**src/rtl/sb_pkg.sv**
```systemverilog
package sb_pkg;
  localparam int SB_NREG_DEF    = 32;
  localparam int SB_MAXPEND_DEF = 3;

  typedef struct packed {
    logic src0;
    logic src1;
    logic dst;
  } sb_hit_t;
endpackage

```
**src/rtl/sb_onehot.sv**
```systemverilog
module sb_onehot #(
  parameter int N = 32,
  localparam int W = $clog2(N)
) (
  input  logic         en,
  input  logic [W-1:0] idx,
  output logic [N-1:0] vec
);
  for (genvar i = 0; i < N; i++) begin : g_bit
    assign vec[i] = en && (idx == W'(i));
  end
endmodule

```
**src/rtl/sb_check.sv**
```systemverilog
module sb_check #(
  parameter int N = 32,
  localparam int W = $clog2(N)
) (
  input  logic [N-1:0]   pend,
  input  logic           s0_en,
  input  logic [W-1:0]   s0,
  input  logic           s1_en,
  input  logic [W-1:0]   s1,
  input  logic           d_en,
  input  logic [W-1:0]   d,
  output sb_pkg::sb_hit_t hit,
  output logic           hazard
);
  always_comb begin
    hit.src0 = s0_en && pend[s0];
    hit.src1 = s1_en && pend[s1];
    hit.dst  = d_en  && pend[d];
    hazard   = hit.src0 || hit.src1 || hit.dst;
  end
endmodule

```
**src/rtl/sb_state.sv**
```systemverilog
module sb_state #(
  parameter int N    = 32,
  parameter int MAXP = 3,
  localparam int CW  = $clog2(MAXP + 1)
) (
  input  logic          clk,
  input  logic          rst_n,
  input  logic [N-1:0]  clr_vec,
  input  logic [N-1:0]  set_vec,
  output logic [N-1:0]  busy_q,
  output logic [CW-1:0] cnt_q,
  output logic [CW-1:0] cnt_eff
);
  logic clr_hit, set_hit;

  assign clr_hit = |(clr_vec & busy_q);
  assign set_hit = |set_vec;
  assign cnt_eff = cnt_q - CW'(clr_hit);

  always_ff @(posedge clk or negedge rst_n) begin
    if (!rst_n) begin
      busy_q <= '0;
      cnt_q  <= '0;
    end else begin
      busy_q <= (busy_q & ~clr_vec) | set_vec;
      cnt_q  <= cnt_eff + CW'(set_hit);
    end
  end

  AST_NO_OVERFLOW: assert property (@(posedge clk) disable iff (!rst_n)
    $countones(busy_q) <= MAXP);
  AST_CNT_TRACKS: assert property (@(posedge clk) disable iff (!rst_n)
    int'(cnt_q) == $countones(busy_q));
endmodule

```
**src/rtl/load_scoreboard.sv**
```systemverilog
module load_scoreboard #(
  parameter int NREG    = sb_pkg::SB_NREG_DEF,
  parameter int MAXPEND = sb_pkg::SB_MAXPEND_DEF,
  localparam int IW     = $clog2(NREG),
  localparam int CW     = $clog2(MAXPEND + 1)
) (
  input  logic            clk,
  input  logic            rst_n,
  input  logic            iss_valid,
  output logic            iss_ready,
  input  logic            iss_is_load,
  input  logic            iss_src0_en,
  input  logic [IW-1:0]   iss_src0,
  input  logic            iss_src1_en,
  input  logic [IW-1:0]   iss_src1,
  input  logic            iss_dst_en,
  input  logic [IW-1:0]   iss_dst,
  input  logic            cmp_valid,
  input  logic [IW-1:0]   cmp_idx,
  output logic [NREG-1:0] busy_o
);
  logic [NREG-1:0] clr_vec, set_vec, pend_eff;
  logic [CW-1:0]   cnt_q, cnt_eff;
  sb_pkg::sb_hit_t hit;
  logic            hazard, full, fire_ld;

  sb_onehot #(.N(NREG)) u_clr (.en(cmp_valid), .idx(cmp_idx), .vec(clr_vec));
  sb_onehot #(.N(NREG)) u_set (.en(fire_ld),   .idx(iss_dst), .vec(set_vec));

  // completion applied before the issue check
  assign pend_eff = busy_o & ~clr_vec;

  sb_check #(.N(NREG)) u_chk (
    .pend(pend_eff),
    .s0_en(iss_src0_en), .s0(iss_src0),
    .s1_en(iss_src1_en), .s1(iss_src1),
    .d_en(iss_dst_en || iss_is_load), .d(iss_dst),
    .hit(hit), .hazard(hazard)
  );

  assign full      = iss_is_load && (int'(cnt_eff) >= MAXPEND);
  assign iss_ready = !hazard && !full;
  assign fire_ld   = iss_valid && iss_ready && iss_is_load;

  sb_state #(.N(NREG), .MAXP(MAXPEND)) u_st (
    .clk(clk), .rst_n(rst_n),
    .clr_vec(clr_vec), .set_vec(set_vec),
    .busy_q(busy_o), .cnt_q(cnt_q), .cnt_eff(cnt_eff)
  );

  AST_LOAD_MARKS: assert property (@(posedge clk) disable iff (!rst_n)
    (iss_valid && iss_ready && iss_is_load) |=> busy_o[$past(iss_dst)]);
  AST_CMP_CLEARS: assert property (@(posedge clk) disable iff (!rst_n)
    (cmp_valid && !(fire_ld && iss_dst == cmp_idx)) |=> !busy_o[$past(cmp_idx)]);
  AST_GRANT_CLEAN: assert property (@(posedge clk) disable iff (!rst_n)
    (iss_valid && iss_ready) |-> !(hit.src0 || hit.src1 || hit.dst));
  AST_FULL_HOLDS: assert property (@(posedge clk) disable iff (!rst_n)
    (iss_is_load && !cmp_valid && $countones(busy_o) >= MAXPEND) |-> !iss_ready);
endmodule

```
**config.mk**
```make
export PLATFORM = sky130hd
export DESIGN_NAME = load_scoreboard
export DESIGN_NICKNAME = d
export VERILOG_FILES = /design/src/rtl/sb_pkg.sv /design/src/rtl/sb_onehot.sv /design/src/rtl/sb_check.sv /design/src/rtl/sb_state.sv /design/src/rtl/load_scoreboard.sv
export SDC_FILE = /design/constraint.sdc
export NUM_CORES = 1
export LEC_CHECK = 0
export ABC_AREA = 1
export ABC_CLOCK_PERIOD_IN_PS = 3200
export BUFFER_PORTS_ARGS = -buffer_cell sky130_fd_sc_hd__buf_2
export CAP_MARGIN = 5
export CORE_MARGIN = 2
export CORE_UTILIZATION = 51
export DETAILED_ROUTE_END_ITERATION = 16
export GPL_TIMING_DRIVEN = 0
export HOLD_SLACK_MARGIN = 0.05
export PLACE_DENSITY_LB_ADDON = 0.12
export REMOVE_ABC_BUFFERS = 1
export SYNTH_ARGS = -nofsm -noshare
export SYNTH_HDL_FRONTEND = slang
export SYNTH_SLANG_ARGS = --single-unit
```
**constraint.sdc**
```tcl
create_clock -name clk -period 3.2 [get_ports clk]
set_input_delay 0.64 -clock clk [delete_from_list [all_inputs] [get_ports clk]]
set_output_delay 0.64 -clock clk [all_outputs]
set_load 0.02 [all_outputs]
```
==> metrics.md, run 1 <==
| Metric | Value |
|---|---|
| Worst path required time | 2.56 ns |
| Total track usage | 35.1% |
| CTS HTree Levels | 2 |
| Number of synthesized register bits | 34 |
| Synth unique cells | 26 |
| 1st-iter DRT viols | 535 |
| Final Setup Violations | 17 |
| Failing checks | negative setup slack |
| Final setup margin | -0.243 ns |
| Die Y | 84.4 µm |
| DRC viols | 0 |
| Detailed Route WL | 12.8 mm |
| Critical Path End Type | output port |
| 1st-pass router iterations | 6 |
| # nets final | 661 |
| Critical Path Slowest Stage Cell | ha_2 |
| RSZ-0062 raised after global routing | true |
| Slew @ Worst Pin | 1.01 ns |
| Clock Skews | 0.0122 ns |
| Post-Place Worst Slack | -1.22 ns |
| Worst Hold Slack | 0.416 ns |
| Antenna diodes | 0 |
| Dpl hpwl | 8.90 mm |
| Power per Cell Area | 393 mW/mm² |
| Hold_buf cts | 0 |
| Most frequent cells in the layout | nand2_1, nand3_1, inv_1 |
| Initial core utilization | 52.2% |
| Setup TNS | -0.802 ns |
| Final Hold Viols | 0 |
| Root buf cell | clkbuf_8 |
| Outcome | finished, violations left |
| Clock sink count | 34 |
| Top cell by count, worst path | nand4_1 |
| Pins over their slew limit | 0 |
| Post-DRT Antenna Nets | 0 |
| Area of the core | 0.00631 mm² |
| Syn_area_per_cell | 5.84 µm² |
| Clk_lat worst skew | 0.29 ns |
| Vias in the first global route | 3,973 |
| Max Freq | 0.290 GHz |
| Yosys warning count | 0 |
| Die W | 84.4 µm |
| Critical Path AT | 2.80 ns |
| Fin util | 66.3% |
| Worst rel slew slack | 32.6% |
| Cells after Synth | 564 |
| Max-cap viol count | 0 |
| Routed WL per cell | 18.0 µm |
| Initial antenna violation count | 0 |
| Maximum clock path buffer count | 2 |
| Clk slew on worst S/H paths | 0.08 ns |
| Hold WC Path Type | in2async |
| Area Growth Syn to Fin | 27.0% |
| Die area | 0.00712 mm² |
| Final GP Congestion | 0.979 |
| Maximum vdd ir drop | 0.399 mV |
| Synth Cell Area | 0.00329 mm² |
| Largest net degree at the start of global routing | 35 |
| CP peak stage delay | 0.25 ns |
| Tmin final | 3.44 ns |
| CTS Buf Count | 5 |
| Cell Chain, Critical Path | buf_12 > nand2_8 > buf_6 > nor2_4 > buf_4 > nand3_1 > nand4_1 > nor3_2 > nand4_1 > ha_2 > or2_4 > nand4_1 > nand2_2 > nor2_4 > nand2_2 > inv_2 > buf_6 |
| Leakage | 2.10 nW |
| Seq/Total Area, Yosys | 25.8% |
| First-pass GRT wire length | 20.1 mm |
| Grt ovf | 0 |
| Io pins | 61 |
| Port bufs | 60 |
| DR vias/cell | 6.06 |
| Most common cell after layout, fill and taps aside | nand2_1 |
| Final period util | 108% |
| CP startpoint kind | input pin |
| FP Rows | 29 |
| Via count | 4,295 |
| Crit path max fanout | 5 |
| CTS tree | yes |
| Crit Path Category | in2out |
| Layout cell share with drive strength beyond 1 | 22.9% |
## final timing paths
kind                                  from              end  slack (ns)  cells past startpoint
max reg2reg                u_st.busy_q[12]   u_st.busy_q[4]        0.25                     13
min reg2reg                 u_st.busy_q[1]   u_st.busy_q[1]        0.59                      2
max in group asynchronous            rst_n  u_st.busy_q[29]        2.30                      1
max                             cmp_idx[2]        iss_ready       -0.24                     17
min                                  rst_n  u_st.busy_q[23]        0.42                      1
min in group clk            u_st.busy_q[1]   u_st.busy_q[1]        0.59                      2
## layer usage
metal | GRT usage [%] | up-vias | wire length [µm]
met5 | 0 | - | 0
met4 | 14.7 | 0 | 482
met3 | 7.77 | 45 | 1530
met2 | 52.9 | 322 | 5690
met1 | 48.9 | 1907 | 5080
li1 | - | 2021 | -
## synthesized netlist by cell type, drive strengths merged
master	count	area (µm²)
nand2	166	623
nand3	137	686
inv	61	229
nor2	61	256
nand4	36	225
dfrtp	34	851
buf	17	125
nor3	12	60.1
o21ai	11	55.1
clkbuf	7	26.3
o211ai	7	52.6
a21oi	3	15.0
o22ai	3	18.8
ha	2	25.0
nor4	2	12.5
or2	2	12.5
clkinv	1	3.75
o2111ai	1	8.76
xnor2	1	8.76
## worst max-delay path: cells and delay by family
family | cells | cell delay [ns]
fa+ha+maj | 1 | 0.25
simple gates | 11 | 1.36
buf+inv | 5 | 0.53
## metrics by stage
stage | std cells | total power, mW | area (µm²)
6_report | 709 | 1.64 | 4180
5_1_grt | 709 | 1.74 | 4180
4_1_cts | 702 | 1.59 | 4050
3_5_place_dp | 677 | 1.19 | 3540
3_3_place_gp | 677 | 1.18 | 3540
2_1_floorplan | 540 | 0.954 | 3140
## area by class of cell
type	count	area, µm²
well taps	77	96.3
fillers	581	2130
inverters	62	253
clock buffers	7	86.3
repair buffers	80	531
flip-flops and latches	34	851
clock inverters	1	5.00
multi-input cells	448	2360
## what timing repair did
item / CTS / global route
buffers inserted: 14 / 6
endpoints found under the setup margin: 35 / 17
gates resized for setup: 79 / 20
hold endpoints to repair: 0 / 0
gates cloned: 3 / 1
pin swaps: 18 / 12
## sequential cells by signal (all words and copies together) (netlist names)
signal       flops
u_st.cnt_q       2
u_st.busy_q     32
## cell families after synthesis
group | after synthesis | share of synthesized area (%)
compound gates | 25 | 4.56
xor+xnor | 1 | 0.266
fa+ha+maj | 2 | 0.759
buf+inv | 86 | 11.7
flops | 34 | 25.8
simple gates | 416 | 56.9
## power by group
part           leakage [nW]  switching, mW  total, mW  internal [mW]
registers             0.456         0.0986      0.600          0.502
clock network        0.0482          0.158      0.332          0.174
logic                  1.60          0.474      0.712          0.238
total                  2.10          0.731       1.64          0.913
Power figures use the tool's default switching activity.
==> run 2, diff against run 1 <==
--- a/config.mk
+++ b/config.mk
@@ -16,6 +16,7 @@
 export HOLD_SLACK_MARGIN = 0.05
 export PLACE_DENSITY_LB_ADDON = 0.12
 export REMOVE_ABC_BUFFERS = 1
+export SETUP_SLACK_MARGIN = 0.2
 export SYNTH_ARGS = -nofsm -noshare
 export SYNTH_HDL_FRONTEND = slang
 export SYNTH_SLANG_ARGS = --single-unit
==> metrics.md, run 2 (same netlist as run 1, synthesis figures left out) <==
| Metric | Value |
|---|---|
| Outcome | finished, violations left |
| Failing checks | negative setup slack |
| Io pins | 61 (unchanged) |
| Maximum vdd ir drop | 0.400 mV (about the same) |
| Most common cell after layout, fill and taps aside | nand2_1 |
| Initial antenna violation count | 0 (unchanged) |
| Final Hold Viols | 0 (unchanged) |
| Critical Path AT | 2.80 ns (about the same) |
| Final total power | 1.64 mW (about the same) |
| Hold WC Path Type | in2async |
| Worst rel slew slack | 32.3% (-0.31 points) |
| CTS Buf Count | 5 (unchanged) |
| Crit path max fanout | 5 (unchanged) |
| Max reg flops | 32 (unchanged) |
| Die W | 84.4 µm (unchanged) |
| Clk_lat worst skew | 0.29 ns (about the same) |
| Fin util | 66.3% (unchanged) |
| Routed WL per cell | 18.1 µm (+0.20%) |
| Port bufs | 60 (unchanged) |
| Worst Hold Slack | 0.416 ns (+0.000683 ns) |
| Root buf cell | clkbuf_8 |
| R2r setup slk | 0.26 ns (about the same) |
| First-pass GRT wire length | 20.1 mm (unchanged) |
| Clock sink count | 34 (unchanged) |
| DR vias/cell | 6.08 (+0.30%) |
| DRC viols | 0 (unchanged) |
| CTS tree | yes |
| Largest net degree at the start of global routing | 35 (unchanged) |
| Grt ovf | 0 (unchanged) |
| Worst path required time | 2.56 ns (about the same) |
| Clock Skews | 0.0115 ns (-0.000665 ns) |
| Clk slew on worst S/H paths | 0.08 ns (about the same) |
| Initial core utilization | 52.2% (unchanged) |
| Crit Path Category | in2out |
| Critical Path End Type | output port |
| Final period util | 107% (-0.18 points) |
| Area Growth Syn to Fin | 27.0% (unchanged) |
| # nets final | 661 (unchanged) |
| FP Rows | 29 (unchanged) |
| Detailed Route WL | 12.8 mm (+0.20%) |
| Slew @ Worst Pin | 1.01 ns (+0.00470 ns) |
| Max Freq | 0.291 GHz (+0.17%) |
| Reg with most FFs | u_st.busy_q |
| CP startpoint kind | input pin |
| 1st-pass router iterations | 8 (+2) |
| Worst r2r path cells | 13 (unchanged) |
| Vias in the first global route | 3,973 (unchanged) |
| Max-cap viol count | 0 (unchanged) |
| Power per Cell Area | 393 mW/mm² (about the same) |
| Pins over their slew limit | 0 (unchanged) |
| Largest registers | u_st.busy_q (32), u_st.cnt_q (2) |
| Via count | 4,308 (+0.30%) |
| Tmin final | 3.44 ns (-0.00575 ns) |
| RSZ-0062 raised after global routing | true |
| CTS HTree Levels | 2 (unchanged) |
| Final GP Congestion | 0.979 (unchanged) |
| Final Setup Violations | 17 (unchanged) |
| Leakage | 2.10 nW (unchanged) |
| Die Y | 84.4 µm (unchanged) |
| Die area | 0.00712 mm² (unchanged) |
| Most frequent cells in the layout | nand2_1, nand3_1, inv_1 |
| Area of the core | 0.00631 mm² (unchanged) |
| Final setup margin | -0.237 ns (+0.00575 ns) |
| Maximum clock path buffer count | 2 (unchanged) |
| Layout cell share with drive strength beyond 1 | 22.9% (unchanged) |
| Post-DRT Antenna Nets | 0 (unchanged) |
| 1st-iter DRT viols | 495 (-7.5%) |
| Antenna diodes | 0 (unchanged) |
| Dpl hpwl | 8.90 mm (unchanged) |
| Total track usage | 35.1% (unchanged) |
| Hold_buf cts | 0 (unchanged) |
run 2: cell counts in the layout (fill, tap and decap cells not counted):
No cell type changed its count.
run 2: cell type report:
cell class	instances	area [µm²]
Multi-Input combinational cell	448	2360
Fill cell	581	2130
Sequential cell	34	851
Timing Repair Buffer	80	531
Inverter	62	253
Tap cell	77	96.3
Clock buffer	7	86.3
Clock inverter	1	5.00
run 2: path summary, 6_finish.rpt:
path	from	end
setup / recovery	cmp_idx[2]	iss_ready
hold reg to reg	u_st.busy_q[1]	u_st.busy_q[1]
setup reg to reg	u_st.busy_q[12]	u_st.busy_q[18]
max in group asynchronous	rst_n	u_st.busy_q[29]
min in group clk	u_st.busy_q[1]	u_st.busy_q[1]
hold / removal	rst_n	u_st.busy_q[23]
run 2: through the flow:
stage | std cells | setup TNS [ns] | setup WS [ns] | cell area, µm²
after floorplan | 540 | -0.195 | -0.195 | 3140
after global placement | 677 | -19.63 | -1.20 | 3540
after detailed placement | 677 | -19.86 | -1.22 | 3540
after CTS | 702 | -0.0693 | -0.0693 | 4050
after global routing | 709 | -2.75 | -0.297 | 4180
final | 709 | -0.629 | -0.237 | 4180
run 2: power by group:
group | leakage (nW) | internal [mW] | switching [mW] | total (mW)
clock network | 0.0482 | 0.174 | 0.157 | 0.331
registers | 0.456 | 0.502 | 0.100 | 0.602
logic | 1.60 | 0.238 | 0.472 | 0.711
run 2: critical path, cell delays in order:
cell,delay (ns)
buf_12,0.12
nand2_8,0.08
buf_6,0.10
nor2_4,0.04
buf_4,0.13
nand3_1,0.08
nand4_1,0.15
nor3_2,0.19
nand4_1,0.24
ha_2,0.26
or2_4,0.22
nand4_1,0.08
nand2_2,0.08
nor2_4,0.13
nand2_2,0.07
inv_2,0.07
buf_6,0.11
run 2: per-layer routing:
layer  vias up  routed length (µm)  global-route usage, %
met1      1934                5180                   48.9
li1       2025                   -                      -
met2       302                5670                   52.9
met5         -                   0                      0
met4         0                 501                   14.7
met3        47                1460                   7.77
run 2: repair_timing:
action / CTS / global route
endpoints found under the hold margin: 0 / 0
pin swaps: 18 / 12
cloned: 3 / 1
gates resized for setup: 79 / 20
setup buffers: 14 / 6
setup endpoints to repair: 35 / 17
==> run 3, diff against run 2 <==
--- a/config.mk
+++ b/config.mk
@@ -5,18 +5,17 @@
 export SDC_FILE = /design/constraint.sdc
 export NUM_CORES = 1
 export LEC_CHECK = 0
-export ABC_AREA = 1
 export ABC_CLOCK_PERIOD_IN_PS = 3200
 export BUFFER_PORTS_ARGS = -buffer_cell sky130_fd_sc_hd__buf_2
 export CAP_MARGIN = 5
 export CORE_MARGIN = 2
-export CORE_UTILIZATION = 51
+export CORE_UTILIZATION = 53
 export DETAILED_ROUTE_END_ITERATION = 16
 export GPL_TIMING_DRIVEN = 0
 export HOLD_SLACK_MARGIN = 0.05
 export PLACE_DENSITY_LB_ADDON = 0.12
 export REMOVE_ABC_BUFFERS = 1
-export SETUP_SLACK_MARGIN = 0.2
+export SETUP_SLACK_MARGIN = 0.5
 export SYNTH_ARGS = -nofsm -noshare
 export SYNTH_HDL_FRONTEND = slang
 export SYNTH_SLANG_ARGS = --single-unit
==> metrics.md, run 3 <==
| Metric | Value |
|---|---|
| Clk slew on worst S/H paths | 0.08 ns (about the same) |
| Max reg flops | 32 (unchanged) |
| CP peak stage delay | 0.40 ns (+0.14 ns) |
| Die area | 0.00774 mm² (+8.8%) |
| Clk pwr share | 14.4% (-5.7 points) |
| RR Endpoint | u_st.busy_q[16] |
| Initial antenna violation count | 0 (unchanged) |
| Tmin final | 3.97 ns (+0.529 ns) |
| Area Growth Syn to Fin | 23.3% |
| Crit Path Category | in2out |
| CTS HTree Levels | 2 (unchanged) |
| Net Switching | 0.989 mW (+36%) |
| FP Rows | 30 (+3.4%) |
| Reg with most FFs | u_st.busy_q |
| Critical Path End Type | output port |
| Most frequent cells in the layout | buf_2, dfrtp_1, o21ai_0 |
| Power per Cell Area | 464 mW/mm² (+18%) |
| Most common cell after layout, fill and taps aside | buf_2 |
| Primary FF master, synth | dfrtp_1 |
| Setup TNS | -12.33 ns (-11.70 ns) |
| Switching Share | 46.3% (+1.9 points) |
| Maximum clock path buffer count | 2 (unchanged) |
| Worst rel slew slack | 13.7% (-19 points) |
| Max Freq | 0.252 GHz (-13%) |
| Antenna diodes | 0 (unchanged) |
| Port bufs | 60 (unchanged) |
| Final period util | 124% (+17 points) |
| Critical Path Slowest Stage Cell | a2111oi_4 |
| Post-route cell area | 0.00461 mm² (+10%) |
| Yosys warning count | 0 (unchanged) |
| Die Y | 88.0 µm (+4.3%) |
| Top cell by count, worst path | buf_4 |
| Cell Chain, Critical Path | buf_4 > nand2_2 > nor2_1 > a221oi_2 > nand3_1 > a2111oi_4 > o31ai_4 > ha_2 > xnor2_2 > nor3b_2 > a41oi_4 > nand2_8 > a21oi_2 > buf_4 |
| Largest net degree at the start of global routing | 35 (unchanged) |
| Multi-input gate area | 0.00282 mm² (+19%) |
| Hold WC Path Type | in2async |
| DP Area | 0.00394 mm² (+11%) |
| Critical Path AT | 3.33 ns (+0.53 ns) |
| Initial core utilization | 55.0% (+2.8 points) |
| Synth cell count leaders | dfrtp_1, o21ai_0, nand2_1, nand3_1, mux2i_1 |
| Final Hold Viols | 0 (unchanged) |
| Filler Cell Count | 574 (-1.2%) |
| Leakage | 1.88 nW (-10%) |
| Total track usage | 37.0% (+1.9 points) |
| Final GP Congestion | 0.981 (+0.22%) |
| Number of synthesized flops with an enable pin | 0 (unchanged) |
| Yosys top cell area share | 22.8% (-3.1 points) |
| Grt ovf | 0 (unchanged) |
| Io pins | 61 (unchanged) |
| Via count | 4,217 (-2.1%) |
| Hold_buf cts | 0 (unchanged) |
| Seq/Total Area, Yosys | 22.8% (-3.1 points) |
| Die W | 88.0 µm (+4.3%) |
| Syn_area_per_cell | 8.97 µm² (+53%) |
| Placed insts | 533 (-21%) |
| R2r setup slk | -0.44 ns (-0.70 ns) |
| Root buf cell | clkbuf_8 |
| Worst r2r path cells | 17 (+4) |
| Slew @ Worst Pin | 1.29 ns (+0.274 ns) |
| Clock sink count | 34 (unchanged) |
| Reg2reg start | u_st.busy_q[29] |
| Pins over their slew limit | 0 (unchanged) |
| Worst path required time | 2.56 ns (about the same) |
| Maximum vdd ir drop | 0.358 mV (-10%) |
| Combinational share of power | 53.4% (+10 points) |
| Clock Skews | 0.00909 ns (-0.00244 ns) |
| Worst Hold Slack | 0.418 ns (+0.00189 ns) |
| Layout cell share with drive strength beyond 1 | 35.9% (+13 points) |
| Internal cell power | 1.15 mW (+26%) |
| Largest area contributor in the netlist | dfrtp_1 |
| DR vias/cell | 7.37 (+21%) |
| # nets final | 506 (-23%) |
| Synth unique cells | 72 (+180%) |
| CTS tree | yes |
| Register Area | 851 µm² (unchanged) |
| Max-cap viol count | 0 (unchanged) |
| Worst Path Buf+Inv | 2 (-3) |
| RSZ-0062 raised after global routing | true |
| Failing checks | negative setup slack |
| Ys async rst share | 100% (unchanged) |
| Post-Place Worst Slack | -1.62 ns (-0.398 ns) |
| Fin util | 67.8% (+1.6 points) |
| CP startpoint kind | input pin |
| Cells after Synth | 417 (-26%) |
| Clk_lat worst skew | 0.30 ns (about the same) |
| Dpl hpwl | 9.37 mm (+5.4%) |
| Beginning of the critical path | cmp_idx[1] |
| 1st-iter DRT viols | 464 (-6.3%) |
| Final total power | 2.14 mW (+30%) |
| Crit. path cell count | 14 (-3) |
| Synth area leaders | dfrtp_1, o41ai_2, mux2i_1, o21ai_0, nand3_1 |
| Post-DRT Antenna Nets | 0 (unchanged) |
| Vias in the first global route | 3,840 (-3.3%) |
| CTS Buf Count | 5 (unchanged) |
| Final Setup Violations | 35 (+18) |
| Share of power burned in registers | 32.1% (-4.5 points) |
| Count leader, synth | dfrtp_1 |
| First-pass GRT wire length | 21.5 mm (+7.2%) |
| Crit path max fanout | 18 (+13) |
| Detailed Route WL | 14.2 mm (+11%) |
| CP endpoint | iss_ready |
| Area of the core | 0.00679 mm² (+7.6%) |
| Final Non-Filler Cells | 572 (-19%) |
| Synth Cell Area | 0.00374 mm² (+13%) |
| Outcome | finished, violations left |
| Routed WL per cell | 24.9 µm (+38%) |
| Largest registers | u_st.busy_q (32), u_st.cnt_q (2) |
| 1st-pass router iterations | 5 (-3) |
| Number of synthesized register bits | 34 (unchanged) |
| DRC viols | 0 (unchanged) |
| Final setup margin | -0.766 ns (-0.529 ns) |
| Top delay family on crit path | compound AO/OA/AOI/OAI gates |
run 3: worst min path at each step:
stage,from,to,depth (start not counted)
finish,rst_n,u_st.busy_q[5],1
global route,rst_n,u_st.busy_q[5],1
CTS,rst_n,u_st.busy_q[21],1
detailed placement,u_st.busy_q[0],u_st.busy_q[0],2
global placement,u_st.cnt_q[1],u_st.cnt_q[1],2
floorplan,rst_n,u_st.busy_q[0],0
run 3: cell families (layout without fill, tap and decap cells):
group | Yosys count | in the layout | synth area share (%)
simple gates | 152 | 154 | 25.1
compound gates | 137 | 137 | 31.5
buf+inv | 47 | 104 | 6.69
mux | 37 | 37 | 11.4
flops | 34 | 34 | 22.8
xor+xnor | 8 | 8 | 1.87
fa+ha+maj | 2 | 2 | 0.669
run 3: routing by layer:
metal  share of wire [%]  up-vias  track usage (%)
met5                   0        -                0
met4                 5.7        0             18.0
met3                  11       69             6.13
met2                  44      348             58.8
met1                  39     2010             48.9
li1                    -     1790                -
run 3: area by class of cell:
| type | count | share of cell area [%] |
|---|---|---|
| inverter | 7 | 0.570 |
| timing repair buffer | 90 | 15.5 |
| tap | 96 | 2.61 |
| multi-input combinational | 338 | 61.1 |
| clock buffer | 5 | 1.49 |
| clock inverter | 2 | 0.217 |
| sequential | 34 | 18.5 |
run 3: power groups by stage:
stage                     clock, mW  combinational [mW]  sequential, mW
after floorplan                   0               0.475           0.711
after global placement            0               0.841           0.678
after detailed placement          0               0.852           0.679
after CTS                     0.310                1.07           0.674
after global routing          0.329                1.20           0.690
final                         0.309                1.14           0.687
run 3: timing repair:
action / 4_1_cts / 5_1_grt
cloned: 4 / 2
setup buffers: 18 / 8
pin swaps: 17 / 10
endpoints found under the setup margin: 35 / 35
gates resized for setup: 55 / 11
